## src/rtl/alu8_pkg.sv

```systemverilog
package alu8_pkg;
   typedef enum logic [4:0] {
      OP_ADD = 5'd0,  OP_ADC = 5'd1,  OP_SUB = 5'd2,  OP_SBC = 5'd3,
      OP_INC = 5'd4,  OP_DEC = 5'd5,  OP_AND = 5'd6,  OP_OR  = 5'd7,
      OP_XOR = 5'd8,  OP_NOT = 5'd9,  OP_SHL = 5'd10, OP_SHR = 5'd11,
      OP_ASR = 5'd12, OP_ROL = 5'd13, OP_ROR = 5'd14, OP_CLC = 5'd15,
      OP_SEC = 5'd16, OP_CLV = 5'd17, OP_SEV = 5'd18, OP_CLI = 5'd19,
      OP_SEI = 5'd20, OP_TAP = 5'd21, OP_TPA = 5'd22
   } alu_op_e;

   localparam int FC = 0;
   localparam int FV = 1;
   localparam int FZ = 2;
   localparam int FN = 3;
   localparam int FI = 4;
   localparam int FH = 5;
   localparam int CCR_W = 8;
   localparam int FLAG_N = 6;
   localparam logic [CCR_W-1:0] CCR_RST = 8'hD0;
endpackage

```

## src/rtl/alu8_addsub.sv

```systemverilog
module alu8_addsub #(
   parameter int W  = 8,
   parameter int HB = 4
) (
   input  logic [W-1:0] x,
   input  logic [W-1:0] y,
   input  logic         cin,
   output logic [W-1:0] sum,
   output logic         cout,
   output logic         half,
   output logic         ovf
);
   logic [W:0] full;

   generate
      if (HB < 1 || HB >= W) begin : g_bad_hb
         $error("alu8_addsub: HB must lie inside the word");
      end
   endgenerate

   assign full = {1'b0, x} + {1'b0, y} + {{W{1'b0}}, cin};
   assign sum  = full[W-1:0];
   assign cout = full[W];
   // carry into bit HB recovered from the sum bit and the two operand bits
   assign half = x[HB] ^ y[HB] ^ full[HB];
   assign ovf  = (x[W-1] == y[W-1]) && (full[W-1] != x[W-1]);
endmodule

```

## src/rtl/alu8_shift.sv

```systemverilog
module alu8_shift #(
   parameter int W         = 8,
   parameter bit ROT_THR_C = 1'b1
) (
   input  logic [W-1:0] a,
   input  logic [2:0]   sel,
   input  logic         cin,
   output logic [W-1:0] res,
   output logic         cout
);
   logic fill_l;
   logic fill_r;

   generate
      if (ROT_THR_C) begin : g_thru_carry
         assign fill_l = cin;
         assign fill_r = cin;
      end else begin : g_circular
         assign fill_l = a[W-1];
         assign fill_r = a[0];
      end
   endgenerate

   always_comb begin
      res  = a;
      cout = 1'b0;
      case (sel)
         3'd0: begin res = {a[W-2:0], 1'b0};     cout = a[W-1]; end
         3'd1: begin res = {1'b0, a[W-1:1]};     cout = a[0];   end
         3'd2: begin res = {a[W-1], a[W-1:1]};   cout = a[0];   end
         3'd3: begin res = {a[W-2:0], fill_l};   cout = a[W-1]; end
         3'd4: begin res = {fill_r, a[W-1:1]};   cout = a[0];   end
         default: begin res = a; cout = cin; end
      endcase
   end
endmodule

```

## src/rtl/alu8_ccr_reg.sv

```systemverilog
module alu8_ccr_reg
   import alu8_pkg::*;
#(
   parameter logic [CCR_W-1:0] RST_VAL = CCR_RST
) (
   input  logic              clk,
   input  logic              rst_n,
   input  logic              load,
   input  logic [FLAG_N-1:0] d,
   output logic [CCR_W-1:0]  q
);
   localparam int PAD = CCR_W - FLAG_N;

   always_ff @(posedge clk) begin
      if (!rst_n)    q <= RST_VAL;
      else if (load) q <= {{PAD{1'b1}}, d};
   end
endmodule

```

## src/rtl/alu8_ccr.sv

```systemverilog
module alu8_ccr
   import alu8_pkg::*;
#(
   parameter int DATA_W    = 8,
   parameter bit ROT_THR_C = 1'b1
) (
   input  logic              clk,
   input  logic              rst_n,
   input  logic              op_valid_i,
   input  logic [4:0]        op_i,
   input  logic [DATA_W-1:0] a_i,
   input  logic [DATA_W-1:0] b_i,
   input  logic              irq_n_i,
   output logic [DATA_W-1:0] result_o,
   output logic [CCR_W-1:0]  ccr_o,
   output logic              int_mask_o,
   output logic              int_req_o
);
   localparam int HB = DATA_W / 2;
   localparam logic [4:0] SHIFT_BASE = 5'(OP_SHL);

   generate
      if (DATA_W < CCR_W || (DATA_W % 2) != 0) begin : g_bad_w
         $error("alu8_ccr: DATA_W must be even and at least 8");
      end
   endgenerate

   alu_op_e            op_e;
   logic [CCR_W-1:0]   ccr_q;
   logic [CCR_W-1:0]   nxt;
   logic [DATA_W-1:0]  ax, ay, sum, sh_res, res;
   logic               cin, cout, half, ovf, sh_c, upd_nz;
   logic [2:0]         sh_sel;

   assign op_e   = alu_op_e'(op_i);
   assign sh_sel = 3'(op_i - SHIFT_BASE);

   // operand steering for the shared adder
   always_comb begin
      ax  = a_i;
      ay  = b_i;
      cin = 1'b0;
      case (op_e)
         OP_ADC:  cin = ccr_q[FC];
         OP_SUB:  begin ay = ~b_i; cin = 1'b1; end
         OP_SBC:  begin ay = ~b_i; cin = ~ccr_q[FC]; end
         OP_INC:  begin ay = '0;   cin = 1'b1; end
         OP_DEC:  ay = '1;
         default: ;
      endcase
   end

   alu8_addsub #(.W(DATA_W), .HB(HB)) u_add (
      .x(ax), .y(ay), .cin(cin), .sum(sum), .cout(cout), .half(half), .ovf(ovf)
   );

   alu8_shift #(.W(DATA_W), .ROT_THR_C(ROT_THR_C)) u_shf (
      .a(a_i), .sel(sh_sel), .cin(ccr_q[FC]), .res(sh_res), .cout(sh_c)
   );

   // result and flag update
   always_comb begin
      res    = a_i;
      nxt    = ccr_q;
      upd_nz = 1'b1;
      case (op_e)
         OP_ADD, OP_ADC: begin
            res = sum; nxt[FC] = cout; nxt[FV] = ovf; nxt[FH] = half;
         end
         OP_SUB, OP_SBC: begin
            res = sum; nxt[FC] = ~cout; nxt[FV] = ovf;
         end
         OP_INC, OP_DEC: begin
            res = sum; nxt[FV] = ovf;
         end
         OP_AND: begin res = a_i & b_i; nxt[FV] = 1'b0; end
         OP_OR:  begin res = a_i | b_i; nxt[FV] = 1'b0; end
         OP_XOR: begin res = a_i ^ b_i; nxt[FV] = 1'b0; end
         OP_NOT: begin res = ~a_i;      nxt[FV] = 1'b0; end
         OP_SHL, OP_SHR, OP_ASR, OP_ROL, OP_ROR: begin
            res = sh_res; nxt[FC] = sh_c; nxt[FV] = sh_res[DATA_W-1] ^ sh_c;
         end
         OP_CLC: begin upd_nz = 1'b0; nxt[FC] = 1'b0; end
         OP_SEC: begin upd_nz = 1'b0; nxt[FC] = 1'b1; end
         OP_CLV: begin upd_nz = 1'b0; nxt[FV] = 1'b0; end
         OP_SEV: begin upd_nz = 1'b0; nxt[FV] = 1'b1; end
         OP_CLI: begin upd_nz = 1'b0; nxt[FI] = 1'b0; end
         OP_SEI: begin upd_nz = 1'b0; nxt[FI] = 1'b1; end
         OP_TAP: begin upd_nz = 1'b0; nxt[FLAG_N-1:0] = a_i[FLAG_N-1:0]; end
         OP_TPA: begin upd_nz = 1'b0; res = DATA_W'(ccr_q); end
         default: upd_nz = 1'b0;
      endcase
      if (upd_nz) begin
         nxt[FN] = res[DATA_W-1];
         nxt[FZ] = (res == '0);
      end
   end

   alu8_ccr_reg #(.RST_VAL(CCR_RST)) u_ccr (
      .clk(clk), .rst_n(rst_n), .load(op_valid_i), .d(nxt[FLAG_N-1:0]), .q(ccr_q)
   );

   assign result_o   = res;
   assign ccr_o      = ccr_q;
   assign int_mask_o = ccr_q[FI];
   assign int_req_o  = ~irq_n_i & ~ccr_q[FI];

   AST_HOLD_IDLE: assert property (@(posedge clk) disable iff (!rst_n)
      !op_valid_i |=> $stable(ccr_o));
   AST_SUB_BORROW: assert property (@(posedge clk) disable iff (!rst_n)
      (op_valid_i && op_i == OP_SUB) |=> ccr_o[FC] == ($past(b_i) > $past(a_i)));
   AST_INC_KEEPS_C: assert property (@(posedge clk) disable iff (!rst_n)
      (op_valid_i && (op_i == OP_INC || op_i == OP_DEC)) |=> ccr_o[FC] == $past(ccr_o[FC]));
   AST_AND_ZERO: assert property (@(posedge clk) disable iff (!rst_n)
      (op_valid_i && op_i == OP_AND) |=> ccr_o[FZ] == (($past(a_i) & $past(b_i)) == '0));
   AST_SEI_MASKS: assert property (@(posedge clk) disable iff (!rst_n)
      (op_valid_i && op_i == OP_SEI) |=> (int_mask_o && !int_req_o));
   AST_LOGIC_NO_V: assert property (@(posedge clk) disable iff (!rst_n)
      (op_valid_i && op_i == OP_XOR) |=> !ccr_o[FV]);
endmodule

```

## config.mk

```make
export PLATFORM = sky130hd
export DESIGN_NAME = alu8_ccr
export DESIGN_NICKNAME = d
export VERILOG_FILES = /design/src/rtl/alu8_pkg.sv /design/src/rtl/alu8_addsub.sv /design/src/rtl/alu8_shift.sv /design/src/rtl/alu8_ccr_reg.sv /design/src/rtl/alu8_ccr.sv
export SDC_FILE = /design/constraint.sdc
export NUM_CORES = 1
export LEC_CHECK = 0
export BUFFER_PORTS_ARGS = -buffer_cell sky130_fd_sc_hd__buf_2
export CAP_MARGIN = 20
export CORE_ASPECT_RATIO = 1.2
export CORE_MARGIN = 3
export CORE_UTILIZATION = 55
export DETAILED_ROUTE_END_ITERATION = 10
export PLACE_DENSITY = 0.8
export SLEW_MARGIN = 40
export SYNTH_ARGS = -nofsm -noshare
export SYNTH_HDL_FRONTEND = slang
export SYNTH_SLANG_ARGS = --single-unit
```

## constraint.sdc

```tcl
create_clock -name clk -period 10 [get_ports clk]
set_input_delay 1 -clock clk [delete_from_list [all_inputs] [get_ports clk]]
set_output_delay 1 -clock clk [all_outputs]
set_load 0.03 [all_outputs]
```

# Yosys cells after proc, flatten, opt, wreduce, memory -nomap -nowiden
# Cells that the tools add are included.
# Widths: inputs -> output; s select.
# totals
word_cells	84
inputBits	25
memories	0
rom_bits	0
register_bits	6
output_inout_bits	18
ram_bits	0
latch_bits	0
# classes
n_div	0
n_reduce_logical	23
multipliers	0
n_eq_ne	28
bitwise_logic	13
shifts	0
mux	12
order_cmp	0
add_sub_neg	3
# ops
op	n
$pmux 8 s7	1
$eq 5x4->1 const B	8
$pmux 8 s5	1
$eq 5x5->1 const B	7
$pmux 8 s3	1
$eq 5x3->1 const B	4
$not 8->8	2
$reduce_or 15->1	1
$eq 5x2->1 const B	2
$reduce_and 2->1	5
$reduce_or 5->1	2
$add 8x8->9	1
$add 9x1->9	1
$and 8x8->8	1
$logic_not 8->1	1
$or 8x8->8	1
$reduce_or 2->1	4
$xor 8x8->8	1
$eq 3x2->1 const B	2
$pmux 1 s3	2
$pmux 1 s6	1
$reduce_bool 6->1	1
$reduce_or 6->1	1
$eq 5x1->1 const B	1
other kinds (19)	27

# Logic depth before layout (Yosys ltp)
# depth
depth_word	8
depth_mapped	16
depth_no_buf	14

# Modules after synthesis
# Synthesis repeated with hierarchy kept, for this count alone.
# hier_totals
hier_cells	354
hier_area_um2	2555.0
# modules_own_cells
mod	seq_area_each_um2	area_per_inst_um2	cells_per_inst	instances
alu8_ccr	0.0	1626.6	251	1
alu8_shift	0.0	359.1	44	1
alu8_addsub	0.0	324.1	37	1
alu8_ccr_reg	120.1	245.2	22	1

# Worst setup path before layout
# Ideal clock, no wire load.
# synth_timing
kind	input -> output
startpoint	input op_i[0]
endpoint	output result_o[2]
slack_ps	4485
arrival_time_ps	4515
n_path_buf	3
stages	13
t_required_ps	9000
cell_sequence	buf_6 -> buf_2 -> buf_1 -> nor4_1 -> a21oi_1 -> o221a_2 -> fa_1 -> fa_1 -> xor2_1 -> nand2_1 -> o221ai_1 -> nor2_1 -> a311oi_1
# synth_between
elab_chain_cells	6
elab_cells_between_ends	32
classes_between	add/sub (3); eq/ne (19); mux (4); reduce/logical (6)
# synth_rtl
item	line_no	source
from (decl)	alu8_ccr.sv:10	input logic [4:0] op_i,
$eq 5x2->1	alu8_ccr.sv:43, alu8_ccr.sv:66	
$reduce_or 2->1 (no line)	-	
$pmux 8 s3	alu8_ccr.sv:43	case (op_e)
$add 8x8->9	alu8_addsub.sv:21	assign full = {1'b0, x} + {1'b0, y} + {{W{1'b0}}, cin};
$add 9x1->9	alu8_addsub.sv:21	
$pmux 8 s7 *	alu8_ccr.sv:66	case (op_e)
to (decl)	alu8_ccr.sv:14	output logic [DATA_W-1:0] result_o,
# Mark *: on every way between the ends. The rest lies on a longest branch, timed or not.

# Worst setup path after layout
# layout_timing
startpoint	input op_i[1]
endpoint	output result_o[6]
# Same word-level chain as after synthesis.

==> summary.txt <==
critical-path maximum fanout: 47
largest register by flop count: u_ccr.q
critical-path cell list: buf_2 -> nor4_2 -> a21oi_1 -> o221a_2 -> fa_1 -> fa_1 -> nand3_1 -> nand2_1 -> a21o_1 -> nor4_1 -> a41oi_1 -> a31oi_1 -> buf_2
setup slack, reg-to-reg: 6.42 ns
CP endpoint kind: output pin
Global Route Usage Sum: 30.2%
Peak Freq: 0.185 GHz
clock network power share: 18.1%
worst setup margin: 4.60 ns
first-pass GRT wire length: 12.4 mm
placeable core area: 4070 µm²
Worst Setup Start Kind: input pin
Leakage: 0.00110 µW
largest net degree at the start of global routing: 48
CP max stage cell: nor4_2
R2R cell count: 11
Top FF cell, synth: dfxtp_1
Hold Fails Final Rpt: 0
max-slew violations: 0
switch share: 50.0%
register area share after synthesis: 4.99%
worst min-delay path category: reg -> reg
leading post-synthesis cells by cell area: ha_1 12%, nand2_1 5.5%, a21oi_1 5.4%, dfxtp_1 5.0%, o21ai_0 4.8%
max-cap viol count: 0
# diodes: 0
Crit Reg-Reg Startpoint: u_ccr.q[0]$_SDFFE_PN0P_
DRT Wirelength: 7.77 mm
CTS resizes: 0
post-DR vias/cell: 6.85
# setup viols final: 0
Initial DRT Pass Iterations: 5
clk_skew: 0.00174 ns
Reg2Reg Capture Point: u_ccr.q[2]$_SDFFE_PN0P_
CP top delay family: simple AND/OR/NAND/NOR gates
Avg WL per Cell: 18.7 µm
critical path type: in -> out
Syn Inst Count: 346
worst path bufs/invs: 2
RSZ-0062 raised after global routing: no
Avg Cell Area, Syn: 6.95 µm²
detailed-route DRC error count: 0
Clock Path Buffers: 2
crit path time final: 5.40 ns
Worst slew margin: 46.4%
initial antenna violation count: 0
starting density of the core: 59.1%
Syn. warnings: 0
number of placed I/O pins: 43
cts bufs inserted: 3
CTS hold repair buffers: 0
Critical Path RT: 9.00 ns
Post-synth EDFFs: 0
status: finished clean
dominant cell by count in the synthesized netlist: nand2_1
proportion of layout cells with a drive suffix above 1: 17.7%
combinational power share: 68.2%
Largest register FFs: 6
worst skew pair latency: 0.22 ns
Yosys reg bits: 6
Slew @ Worst Pin: 0.803 ns
clock sinks: 6
Die Area: 5200 µm²
VDD IR max: 67.7 µV
clk slew on worst S/H paths: 0.04 ns
pre-CTS WS: 4.65 ns
hold-critical path depth: 2
min-delay src: u_ccr.q[3]$_SDFFE_PN0P_
Worst path max stage delay: 0.62 ns
vias post-DR: 2842
setup TNS: 0 ns
Die Y: 78.4 µm
DRT antenna net count: 0
Regs by FF count: u_ccr.q: 6 flops
Cell Rows: 25
Yosys cell types: 66
Iteration-0 DRC Markers: 353
Sw Pwr: 100 µW
CTS tree: done
hpwl dp: 5.71 mm
top cells by count, synth: 35 x nand2_1, 29 x nor2_1, 26 x a21oi_1
vias in the first global route: 2654
H-tree depth: 1
P_int: 100 µW
routability cong.: 0.998
Root Driver: clkbuf_8
chip width: 66.4 µm
ys async rst share: 0%
Worst Hold End: u_ccr.q[3]$_SDFFE_PN0P_
arrival time worst endpoint: 4.40 ns
Yosys top cell by area: ha_1
grt ovf: 0
fin crit share: 54.0%
final net count: 413
Post-Syn Area: 2400 µm²
post-synth top area share: 12.0%
input/output buffers: 40
Layout area overhead: 5.31%
Setup Buffers After CTS: 0
Reg power frac: 13.7%
Power Density: 79.2 nW/µm²
## layout by cell type, fill, tap and decap left out, drive strengths merged, types with 3 or more instances in the layout
cell type and n:
a211oi 3, a21o 5, a21oi 27, a221oi 8, a22oi 5, a31oi 6
a41oi 3, buf 41, clkbuf 3, dfxtp 6, ha 23, inv 25
mux2i 9, nand2 35, nand2b 6, nand3 16, nand3b 4, nand4 3
nor2 29, nor2b 6, nor3 5, o21ai 24, o221a 6, o221ai 8
o22ai 5, o41ai 5, xnor2 7
## metal layers
metal	wire, µm	vias to the layer above	share of wire, %	GRT usage [%]
li1	-	1324	-	-
met1	2910	1280	37	38.8
met2	3570	204	46	46.4
met3	815	34	10	4.29
met4	477	0	6.1	19.1
met5	0	-	0	0
## worst max path at each step
stage,start,end,depth (start not counted),slack (ns)
detailed placement,op_i[1],result_o[6],13,4.65
global placement,op_i[1],result_o[6],13,4.51
finish,op_i[1],result_o[6],13,4.60
CTS,op_i[1],result_o[6],13,4.66
global route,op_i[1],result_o[7],14,4.32
floorplan,op_i[0],result_o[2],13,4.49
## worst reg2reg max path: stages (launching register included)
cell       delay [ns]
dfxtp_1          0.50
mux2i_1          0.22
o22ai_1          0.10
and2_1           0.21
fa_1             0.40
fa_1             0.45
nand2_1          0.09
nand2_1          0.06
a2111oi_1        0.39
a31oi_1          0.20
or4_1            0.63
o41ai_2          0.24
## logic make-up (layout without fill, tap and decap cells)
| kind of cell | Yosys count | count (layout) | share of synthesized area (%) |
|---|---|---|---|
| AO/OA/AOI/OAI | 124 | 124 | 38.3 |
| multiplexers | 11 | 11 | 4.68 |
| adder cells (fa/ha/maj) | 25 | 25 | 13.6 |
| XOR/XNOR | 9 | 9 | 3.28 |
| other | 1 | 2 | 0.156 |
| AND/OR/NAND/NOR | 115 | 115 | 22.7 |
| flip-flops | 6 | 6 | 4.99 |
| buffers and inverters | 55 | 69 | 12.2 |
## per-stage QoR
stage          total power (µW)  area, µm²  cells  util (%)  hold slack [ns]
2_1_floorplan               130       2410    347         -            0.518
3_3_place_gp                158       2480    412      61.1            0.540
3_5_place_dp                161       2490    412      61.3            0.533
4_1_cts                     197       2530    415      62.3            0.538
5_1_grt                     216       2530    415      62.3            0.567
6_report                    201       2530    415      62.3            0.545
## power by group through the flow
stage                     clock network, µW  registers [µW]  logic (µW)
after floorplan                           0            28.8         101
after global placement                    0            27.6         130
after detailed placement                  0            27.6         133
after CTS                              36.5            27.3         134
after global routing                   39.5            27.3         149
final                                  36.4            27.4         137
## final cells by class
type                    count  area, µm²
flip-flops and latches      6        120
inverters                  25       93.8
repair buffers             41        208
multi-input cells         286       2000
clock buffers               3       41.3
well taps                  54       67.6
fillers                   388       1530
Power figures use the tool's default switching activity.
